==> src/rtl/clkdiv_pkg.sv <==
package clkdiv_pkg;
  localparam int CW     = 16;
  localparam int DIV_W  = 6;
  localparam int SEL_W  = 3;

  localparam int DIV_LSB  = 0;
  localparam int LOAD_BIT = 6;
  localparam int INV_BIT  = 7;
  localparam int SEL_LSB  = 8;
  localparam int OE_BIT   = 11;
  localparam int PRES_BIT = 12;
  localparam int RUN_BIT  = 13;

  localparam logic [CW-1:0] CTRL_RESET = 16'h0403;
  localparam logic [CW-1:0] CTRL_WMASK = 16'h3FBF;

  typedef struct packed {
    logic [DIV_W-1:0] div;
    logic             inv;
    logic [SEL_W-1:0] sel;
    logic             oe;
    logic             pres;
    logic             run;
  } ctrl_fields_t;

  function automatic ctrl_fields_t unpack_ctrl(input logic [CW-1:0] w);
    ctrl_fields_t f;
    f.div  = w[DIV_LSB +: DIV_W];
    f.inv  = w[INV_BIT];
    f.sel  = w[SEL_LSB +: SEL_W];
    f.oe   = w[OE_BIT];
    f.pres = w[PRES_BIT];
    f.run  = w[RUN_BIT];
    return f;
  endfunction
endpackage

==> src/rtl/clkdiv_regs.sv <==
module clkdiv_regs
  import clkdiv_pkg::*;
(
  input  logic          clk,
  input  logic          rst,
  input  logic          wr_en,
  input  logic [CW-1:0] wr_data,
  output logic [CW-1:0] ctrl_q,
  output logic          ld_pulse
);
  always_ff @(posedge clk) begin
    if (rst) begin
      ctrl_q   <= CTRL_RESET;
      ld_pulse <= 1'b0;
    end else begin
      ld_pulse <= wr_en & wr_data[LOAD_BIT];
      if (wr_en) ctrl_q <= wr_data & CTRL_WMASK;
    end
  end

  // a write lands with reserved and pulse bits cleared
  a_r1_write_mask: assert property (@(posedge clk) disable iff (rst)
    wr_en |=> (ctrl_q == ($past(wr_data) & CTRL_WMASK)));

  // the load pulse appears only right after a write carrying it
  a_r8_pulse_origin: assert property (@(posedge clk) disable iff (rst)
    ld_pulse |-> $past(wr_en));
endmodule

==> src/rtl/clkdiv_src_sel.sv <==
module clkdiv_src_sel
  import clkdiv_pkg::*;
#(
  parameter int N_SRC       = 7,
  parameter int SYNC_STAGES = 2
) (
  input  logic             clk,
  input  logic             rst,
  input  logic [N_SRC-1:0] src_in,
  input  logic [SEL_W-1:0] sel,
  input  logic             inv,
  output logic             src_q
);
  localparam logic [SEL_W:0] NUM_SRC = (SEL_W+1)'(N_SRC);

  logic [N_SRC-1:0] synced;

  for (genvar g = 0; g < N_SRC; g++) begin : g_sync
    logic [SYNC_STAGES-1:0] chain;
    always_ff @(posedge clk) begin
      if (rst) chain <= '0;
      else     chain <= {chain[SYNC_STAGES-2:0], src_in[g]};
    end
    assign synced[g] = chain[SYNC_STAGES-1];
  end

  logic pick;
  logic sel_ok;

  always_comb begin
    pick = 1'b0;
    for (int k = 0; k < N_SRC; k++) begin
      if (sel == SEL_W'(k)) pick = synced[k];
    end
  end

  assign sel_ok = ({1'b0, sel} < NUM_SRC);

  always_ff @(posedge clk) begin
    if (rst)         src_q <= 1'b0;
    else if (sel_ok) src_q <= pick ^ inv;
    else             src_q <= 1'b0;
  end
endmodule

==> src/rtl/clkdiv_core.sv <==
module clkdiv_core
  import clkdiv_pkg::*;
(
  input  logic             clk,
  input  logic             rst,
  input  logic             src,
  input  logic             run,
  input  logic             ld,
  input  logic [DIV_W-1:0] div_field,
  output logic             core_out
);
  localparam logic [DIV_W-1:0] DIV_RESET = CTRL_RESET[DIV_LSB +: DIV_W];

  logic             src_prev;
  logic [DIV_W-1:0] cnt_q;
  logic [DIV_W-1:0] div_act_q;
  logic             rise;
  logic             pass;
  logic             pass_new;
  logic             wrap;
  logic [DIV_W-1:0] half;

  assign rise     = src & ~src_prev;
  assign pass     = (div_act_q <= DIV_W'(1));
  assign pass_new = (div_field <= DIV_W'(1));
  assign half     = div_act_q >> 1;
  assign wrap     = rise & (pass | (cnt_q == (div_act_q - DIV_W'(1))));

  always_ff @(posedge clk) begin
    if (rst) begin
      src_prev  <= 1'b0;
      cnt_q     <= '0;
      div_act_q <= DIV_RESET;
      core_out  <= 1'b0;
    end else begin
      src_prev <= src;
      if (!run) begin
        cnt_q     <= '0;
        div_act_q <= div_field;
        core_out  <= 1'b0;
      end else if (ld) begin
        cnt_q     <= '0;
        div_act_q <= div_field;
        core_out  <= pass_new ? src : 1'b1;
      end else begin
        if (wrap) begin
          cnt_q     <= '0;
          div_act_q <= div_field;
        end else if (rise) begin
          cnt_q <= cnt_q + DIV_W'(1);
        end
        core_out <= pass ? src : (cnt_q < half);
      end
    end
  end

  // a stopped divider is cleared and quiet one cycle later
  a_r9_hold_clear: assert property (@(posedge clk) disable iff (rst)
    !run |=> ((cnt_q == '0) && !core_out));

  // without a load pulse the active divisor moves only at a period end
  a_r7_safe_switch: assert property (@(posedge clk) disable iff (rst)
    ((div_act_q != $past(div_act_q)) && $past(run) && !$past(ld)) |-> $past(wrap));

  // the count never leaves the active period
  a_r4_cnt_range: assert property (@(posedge clk) disable iff (rst)
    (run && !pass) |-> (cnt_q < div_act_q));
endmodule

==> src/rtl/clksrc_divider.sv <==
module clksrc_divider
  import clkdiv_pkg::*;
#(
  parameter int N_SRC       = 7,
  parameter int SYNC_STAGES = 2
) (
  input  logic             clk,
  input  logic             rst,
  input  logic             wr_en,
  input  logic [15:0]      wr_data,
  output logic [15:0]      rd_data,
  input  logic [N_SRC-1:0] src_in,
  output logic             clk_out,
  output logic             clk_oe,
  output logic             clk_present
);
  localparam logic [SEL_W:0] NUM_SRC = (SEL_W+1)'(N_SRC);

  logic [CW-1:0] ctrl_q;
  logic          ld_pulse;
  ctrl_fields_t  f;
  logic          src_q;
  logic          core_out;
  logic          sel_ok;

  clkdiv_regs u_regs (
    .clk      (clk),
    .rst      (rst),
    .wr_en    (wr_en),
    .wr_data  (wr_data),
    .ctrl_q   (ctrl_q),
    .ld_pulse (ld_pulse)
  );

  assign f = unpack_ctrl(ctrl_q);

  clkdiv_src_sel #(
    .N_SRC       (N_SRC),
    .SYNC_STAGES (SYNC_STAGES)
  ) u_sel (
    .clk    (clk),
    .rst    (rst),
    .src_in (src_in),
    .sel    (f.sel),
    .inv    (f.inv),
    .src_q  (src_q)
  );

  clkdiv_core u_core (
    .clk       (clk),
    .rst       (rst),
    .src       (src_q),
    .run       (f.run),
    .ld        (ld_pulse),
    .div_field (f.div),
    .core_out  (core_out)
  );

  assign sel_ok = ({1'b0, f.sel} < NUM_SRC);

  always_ff @(posedge clk) begin
    if (rst) clk_out <= 1'b0;
    else     clk_out <= f.oe & sel_ok & core_out;
  end

  assign rd_data     = ctrl_q;
  assign clk_oe      = f.oe;
  assign clk_present = f.pres;

  // a disabled output is low on the next edge
  a_r10_oe_low: assert property (@(posedge clk) disable iff (rst)
    !clk_oe |=> !clk_out);

  // a reserved source code silences the output
  a_r11_reserved_low: assert property (@(posedge clk) disable iff (rst)
    !sel_ok |=> !clk_out);

  // reserved bits never read back as set
  a_r1_rsvd_zero: assert property (@(posedge clk) disable iff (rst)
    $past(wr_en) |-> (rd_data[15:14] == 2'b00));
endmodule

==> config.mk <==
export PLATFORM = sky130hd
export DESIGN_NAME = clksrc_divider
export DESIGN_NICKNAME = d
export VERILOG_FILES = /design/src/rtl/clkdiv_pkg.sv /design/src/rtl/clkdiv_regs.sv /design/src/rtl/clkdiv_src_sel.sv /design/src/rtl/clkdiv_core.sv /design/src/rtl/clksrc_divider.sv
export SDC_FILE = /design/constraint.sdc
export NUM_CORES = 1
export LEC_CHECK = 0
export ABC_AREA = 0
export ABC_CLOCK_PERIOD_IN_PS = 4000
export BUFFER_PORTS_ARGS = -buffer_cell sky130_fd_sc_hd__buf_4
export CAP_MARGIN = 20
export CELL_PAD_IN_SITES_DETAIL_PLACEMENT = 0
export CELL_PAD_IN_SITES_GLOBAL_PLACEMENT = 1
export CORE_MARGIN = 4
export CORE_UTILIZATION = 44
export CTS_CLUSTER_SIZE = 25
export DETAILED_ROUTE_END_ITERATION = 8
export PLACE_DENSITY = 0.9
export SLEW_MARGIN = 15
export SYNTH_ARGS = -nofsm -noshare
export SYNTH_HDL_FRONTEND = slang
export SYNTH_HIERARCHICAL = 1
export SYNTH_SLANG_ARGS = --single-unit
export TNS_END_PERCENT = 10
==> constraint.sdc <==
create_clock -name clk -period 4 [get_ports clk]
set_clock_uncertainty 0.1 [all_clocks]
set_input_delay 0.8 -clock clk [delete_from_list [all_inputs] [get_ports clk]]
set_output_delay 0.8 -clock clk [all_outputs]
set_load 0.01 [all_outputs]
### Word-level counts from Yosys, hierarchy flattened

Index checks and enable logic that the tools add are counted.

| storage, ports and cells | value |
|---|---|
| bits of input ports | 26 |
| memories | 0 |
| output and inout bits | 19 |
| bits in read-only memories | 0 |
| latch bits | 0 |
| register bits | 44 |
| bits in writable memories | 0 |
| word-level logic and storage cells | 56 |

| cells by class | value |
|---|---|
| magnitude comparators | 4 |
| shift operators | 0 |
| divide/modulo/power cells | 0 |
| add/subtract/negate cells | 2 |
| mux-type cells | 13 |
| $mul | 0 |
| reduce and logical (&&, ||, !) cells | 4 |
| equal/unequal tests | 8 |
| bitwise gates (word level) | 10 |

Operator list:

| operator | number |
|---|---|
| 6-bit 2-to-1 mux | 3 |
| 6-bit by 1-bit <= comparator with 1-bit output, second input constant | 2 |
| 1-bit 2-to-1 mux | 10 |
| 3-bit equality test, second input constant | 3 |
| 6-bit by 1-bit adder with 6-bit output, second input constant | 1 |
| 3-bit by 2-bit equality test with 1-bit output, second input constant | 2 |
| 6-bit equality test | 1 |
| 6-bit by 5-bit < comparator with 1-bit output | 1 |
| 6-bit by 1-bit subtractor with 6-bit output, second input constant | 1 |
| 1-bit AND | 5 |
| 2-bit OR reduction | 2 |
| 4-bit OR reduction | 1 |
| 3-bit by 1-bit equality test with 1-bit output, second input constant | 1 |
| 3-bit logical NOT | 1 |
| 3-bit < comparator, second input constant | 1 |
| 3-bit by 2-bit != test with 1-bit output, second input constant | 1 |
| 1-bit NOT | 3 |
| 1-bit bitwise OR | 1 |
| 1-bit XOR | 1 |

### Depth between registers and ports, before layout

| depth | value |
|---|---|
| depth in word-level cells | 9 |
| mapped depth | 8 |
| gate-level depth less buffers | 7 |

### Hierarchy

The synthesis kept the hierarchy.

By module, submodules not included:

| module | seq. area each (sq um) | times used | cells each | area an instance (sq um) |
|---|---|---|---|---|
| clkdiv_core | 280.3 | 1 | 100 | 925.9 |
| clkdiv_regs | 280.3 | 1 | 49 | 533.0 |
| clkdiv_src_sel | 300.3 | 1 | 47 | 526.8 |
| clksrc_divider | 20.0 | 1 | 5 | 48.8 |

### Worst setup path before layout

No wires, ideal clock.

| timing path | value |
|---|---|
| kind | flip-flop to flip-flop |
| from | register u_core.div_act_q[0] |
| to | register u_core.div_act_q[0] |
| path buffers | 1 |
| clock period less this slack | 1997 ps |
| data required time | 3828 ps |
| arrival time | 1826 ps |
| stages on the path, launching flop included | 9 |
| setup time | 72 ps |
| path slack | 2003 ps |
| cell sequence | dfxtp_1 inv_1 ha_1 xnor2_1 a311oi_1 nand4b_1 a32oi_2 buf_6 mux2i_1 |

| between the ends | value |
|---|---|
| cells in the longest elaborated chain, start to end | 5 |
| elaborated cells on any way between the ends | 6 |
| those cells by class | 1 x add/sub; 1 x order compare; 2 x eq/ne; 2 x bitwise |

Ends and longest elaborated chain:

| element | RTL line | text |
|---|---|---|
| start: declaration | clkdiv_core.sv:16 | `logic [DIV_W-1:0] div_act_q;` |
| start signal: assignment | clkdiv_core.sv:39 | `div_act_q <= div_field;` |
| start signal: assignment | clkdiv_core.sv:43 | `div_act_q <= div_field;` |
| start signal: assignment | clkdiv_core.sv:48 | `div_act_q <= div_field;` |
| 6-bit by 1-bit subtractor with 6-bit output | clkdiv_core.sv:27 | `assign wrap = rise & (pass \| (cnt_q == (div_act_q - DIV_W'(1))));` |
| 6-bit equality test | clkdiv_core.sv:27 |  |
| 1-bit bitwise OR (*) | clkdiv_core.sv:27 |  |
| 1-bit AND (*) | clkdiv_core.sv:27 |  |
| 3-bit by 2-bit != test with 1-bit output (no line) (*) | - |  |

Mark *: on every way between the ends. The rest lies on a longest branch, timed or not.
A chain may end at the register's enable or synchronous reset.

### Worst setup path in the final report

| timing path | value |
|---|---|
| from | register u_core.div_act_q[0] |
| to | register u_core.div_act_q[5] |

Same word-level chain as after synthesis.

==> flow_summary_export.csv <==
group,metric,value,unit
detailed_routing,remaining_drc_errors,0,
cts,cts_htree_levels,2,
synthesis,synth_compound_area_share,8.18,%
global_route,grtUsageTotal,13.8,%
sta,rsz0062_at_grt,"false",
cts,clk_pin_slew,0.07,ns
cells_and_area,final_util,54.1,%
sta,worst_pin_slew,0.865,ns
cts,cts_sinks,44,
global_route,grtUsageMet2,22.7,%
setup_path,cp_top_family,"compound AO/OA/AOI/OAI gates",
cells_and_area,layout.nets,269,
synthesis,netlist_area,0.00203,mm2
synthesis,synth_area_leaders,"dfxtp_1, mux2i_1, nor2b_1, xnor2_1, ha_1",
detailed_routing,routed_wl,3790,um
sta,post-route-period-util,63.1,%
sta,fin_crit,2.53,ns
cts,numCtsBuffers,5,
floorplan,start_util,46.1,%
setup_path,critPathSlowestCell,"a32oi_2",
cells_and_area,drive_gt1_share,20.3,%
sta,slew_headroom,42.3,%
cts,insertion_delay,0.29,ns
setup_path,crit_chain,"inv_1, ha_1, xnor2_1, a311oi_1, nand4b_1, a32oi_2, mux2i_1",
global_route,use_met3,3.90,%
global_route,grt_pass1_wl,6600,um
status,status,"finished, final reports clean",
setup_path,cpPeakStageDelay,0.71,ns
global_route,gr-total-overflow,0,
setup_path,start_kind,"flop",
synthesis,yosysTopAreaCell,"dfxtp_1",
cells_and_area,n_antenna_cell,0,
sta,fmax,396,MHz
cells_and_area,fin_cells,289,
power_and_ir_drop,totalPowerFinal,0.000868,W
global_route,use_met1,17.3,%
placement,io_buffers,39,
synthesis,synth_xor_area_share,7.56,%
placement,hpwl,2660,um
setup_path,critPathRequiredTime,4.11,ns
synthesis,synthMuxAreaShare,10.3,%
cells_and_area,multi_input_area,0.00102,mm2
detailed_routing,first_iter_violations,69,
setup_path,path_buf_inv,1,
synthesis,ys_seq_area_share,43.3,%
sta,slew_violations,0,
hold_path,worst_hold_path_type,"reg2reg",
global_route,grt_pass1_vias,1439,
synthesis,synthesis.instances,201,
global_route,busiest_layer,"met2",
cts,clockBufferDepth,2,
detailed_routing,wl_per_cell,13.1,um
synthesis,async_flop_share,0,%
setup_path,path_class,"reg2reg",
floorplan,die_y,76,um
cts,postCtsHoldBufs,0,
detailed_routing,detail-route-antenna-nets,0,
cts,post_cts_resized,0,
detailed_routing,via_per_inst,5.01,
sta,finalHoldViolations,0,
sta,setup_viol,0,
synthesis,synth-seq-cells,44,
cells_and_area,layout_common_cells,"dfxtp_1, buf_4, mux2i_1, nor2b_1, nor2_1",
cts,cts_tree,"yes",
setup_path,endpoint_kind,"flop",
global_route,antenna_found_initial,0,
setup_path,crit_arrival,2.64,ns
power_and_ir_drop,p_per_area,363,mW/mm2
synthesis,synth_edf_count,0,
placement,dpl.cell_count,281,
detailed_routing,num_vias,1447,
synthesis,synth-simple-area-share,19.4,%
cells_and_area,regArea,881,um2
cts,clockRootBuffer,"clkbuf_8",
detailed_routing,first_pass_iters,4,
cells_and_area,nFillCells,393,
cells_and_area,syn_to_final_growth,17.5,%
global_route,grt_max_degree,51,
setup_path,path_max_fanout,12,
synthesis,synthAdderAreaFrac,4.31,%
power_and_ir_drop,p_leak,1.03,nW
floorplan,row_count,24,
run,max_cap_violations,0,
synthesis,yosys.cell_types.count,41,
placement,place.gp.congestion,0.824,
synthesis,syn_area_per_cell,10.1,um2
synthesis,synth_top_area_share,43.3,%
power_and_ir_drop,vdd_ir_drop_max,0.215,mV
floorplan,die_x,76,um
cells_and_area,final_common_cell,"dfxtp_1",
sta,fin_setup_tns,0,ns
floorplan,io-pin-count,45,
synthesis,synth_warnings,6,
synthesis,synth_top_family_by_area,"simple AND/OR/NAND/NOR gates",
cts,cts_setup_buffers,0,
floorplan,core,0.00441,mm2
synthesis,synth_ff_type,"dfxtp_1",
floorplan,dieArea,0.00578,mm2
==> sequential cells by signal, indices dropped and copies added (netlist names) <==
signal              count
u_core/div_act_q        6
u_core/core_out         1
u_regs/ctrl_q          13
u_sel/src_q             1
u_core/cnt_q            6
clk_out                 1
u_core/src_prev         1
u_sel/g_sync.chain     14
u_regs/ld_pulse         1
==> cell type report <==
cell class / instances / area share [%]
multi-input cells: 136 / 42.8
flip-flops and latches: 44 / 36.9
repair buffers: 39 / 12.3
clock buffers: 8 / 3.77
well taps: 52 / 2.72
inverters: 10 / 1.57
==> through the flow <==
stage | hold slack [ns] | setup slack [ns] | area (um2)
floorplan | 0.314 | 2.00 | 2040
global placement | 0.317 | 1.59 | 2300
detailed placement | 0.324 | 1.53 | 2300
CTS | 0.342 | 1.51 | 2390
global route | 0.362 | 1.35 | 2390
finish | 0.340 | 1.47 | 2390
==> logic make-up (layout without fill, tap and decap cells) <==
logic type | count (synthesis) | in the layout
other | 1 | 3
AND/OR/NAND/NOR | 72 | 72
XOR/XNOR | 16 | 16
adder cells (fa/ha/maj) | 7 | 7
AO/OA/AOI/OAI | 17 | 17
multiplexers | 21 | 21
flip-flops | 44 | 44
buffers and inverters | 23 | 57
==> where the power goes <==
group / switching [W] / internal [W]
logic: 0.0000523 / 0.0000640
registers: 0.0000192 / 0.000458
clock network: 0.000134 / 0.000141
total: 0.000205 / 0.000663
==> metal layers <==
layer  up-vias  wire length [um]  part of all wire, %
li1        744                 -                    -
met1       671              1760                   46
met2        30              1870                   49
met3         2               143                  3.8
met4         0                24                 0.63
met5         -                 0                    0
==> path summary, 6_finish.rpt <==
check	cells after the start	to	slack, ns	startpoint
worst max register to register	7	u_core/div_act_q[5]	1.47	u_core/div_act_q[0]
worst min-delay path	1	u_sel/g_sync[3].chain[1]	0.34	u_sel/g_sync[3].chain[0]
worst max-delay path	7	u_core/div_act_q[5]	1.47	u_core/div_act_q[0]
worst min register to register	1	u_sel/g_sync[3].chain[1]	0.34	u_sel/g_sync[3].chain[0]
==> cells in the mapped netlist (2+ instances only) <==
library cell and count:
a211o_1 3, nor2b_1 19, nor3_1 10, mux2i_1 21
buf_4 5, nor2_1 18, inv_1 10, nor4_1 3
ha_1 7, nand2b_1 9, xor2_1 4, nand2_1 3
a2111oi_0 2, nand4_1 2, buf_6 2, clkbuf_1 4
xnor2_1 11, a21o_1 2, dfxtp_1 44
No activity file was read; power rests on OpenSTA's default activity.
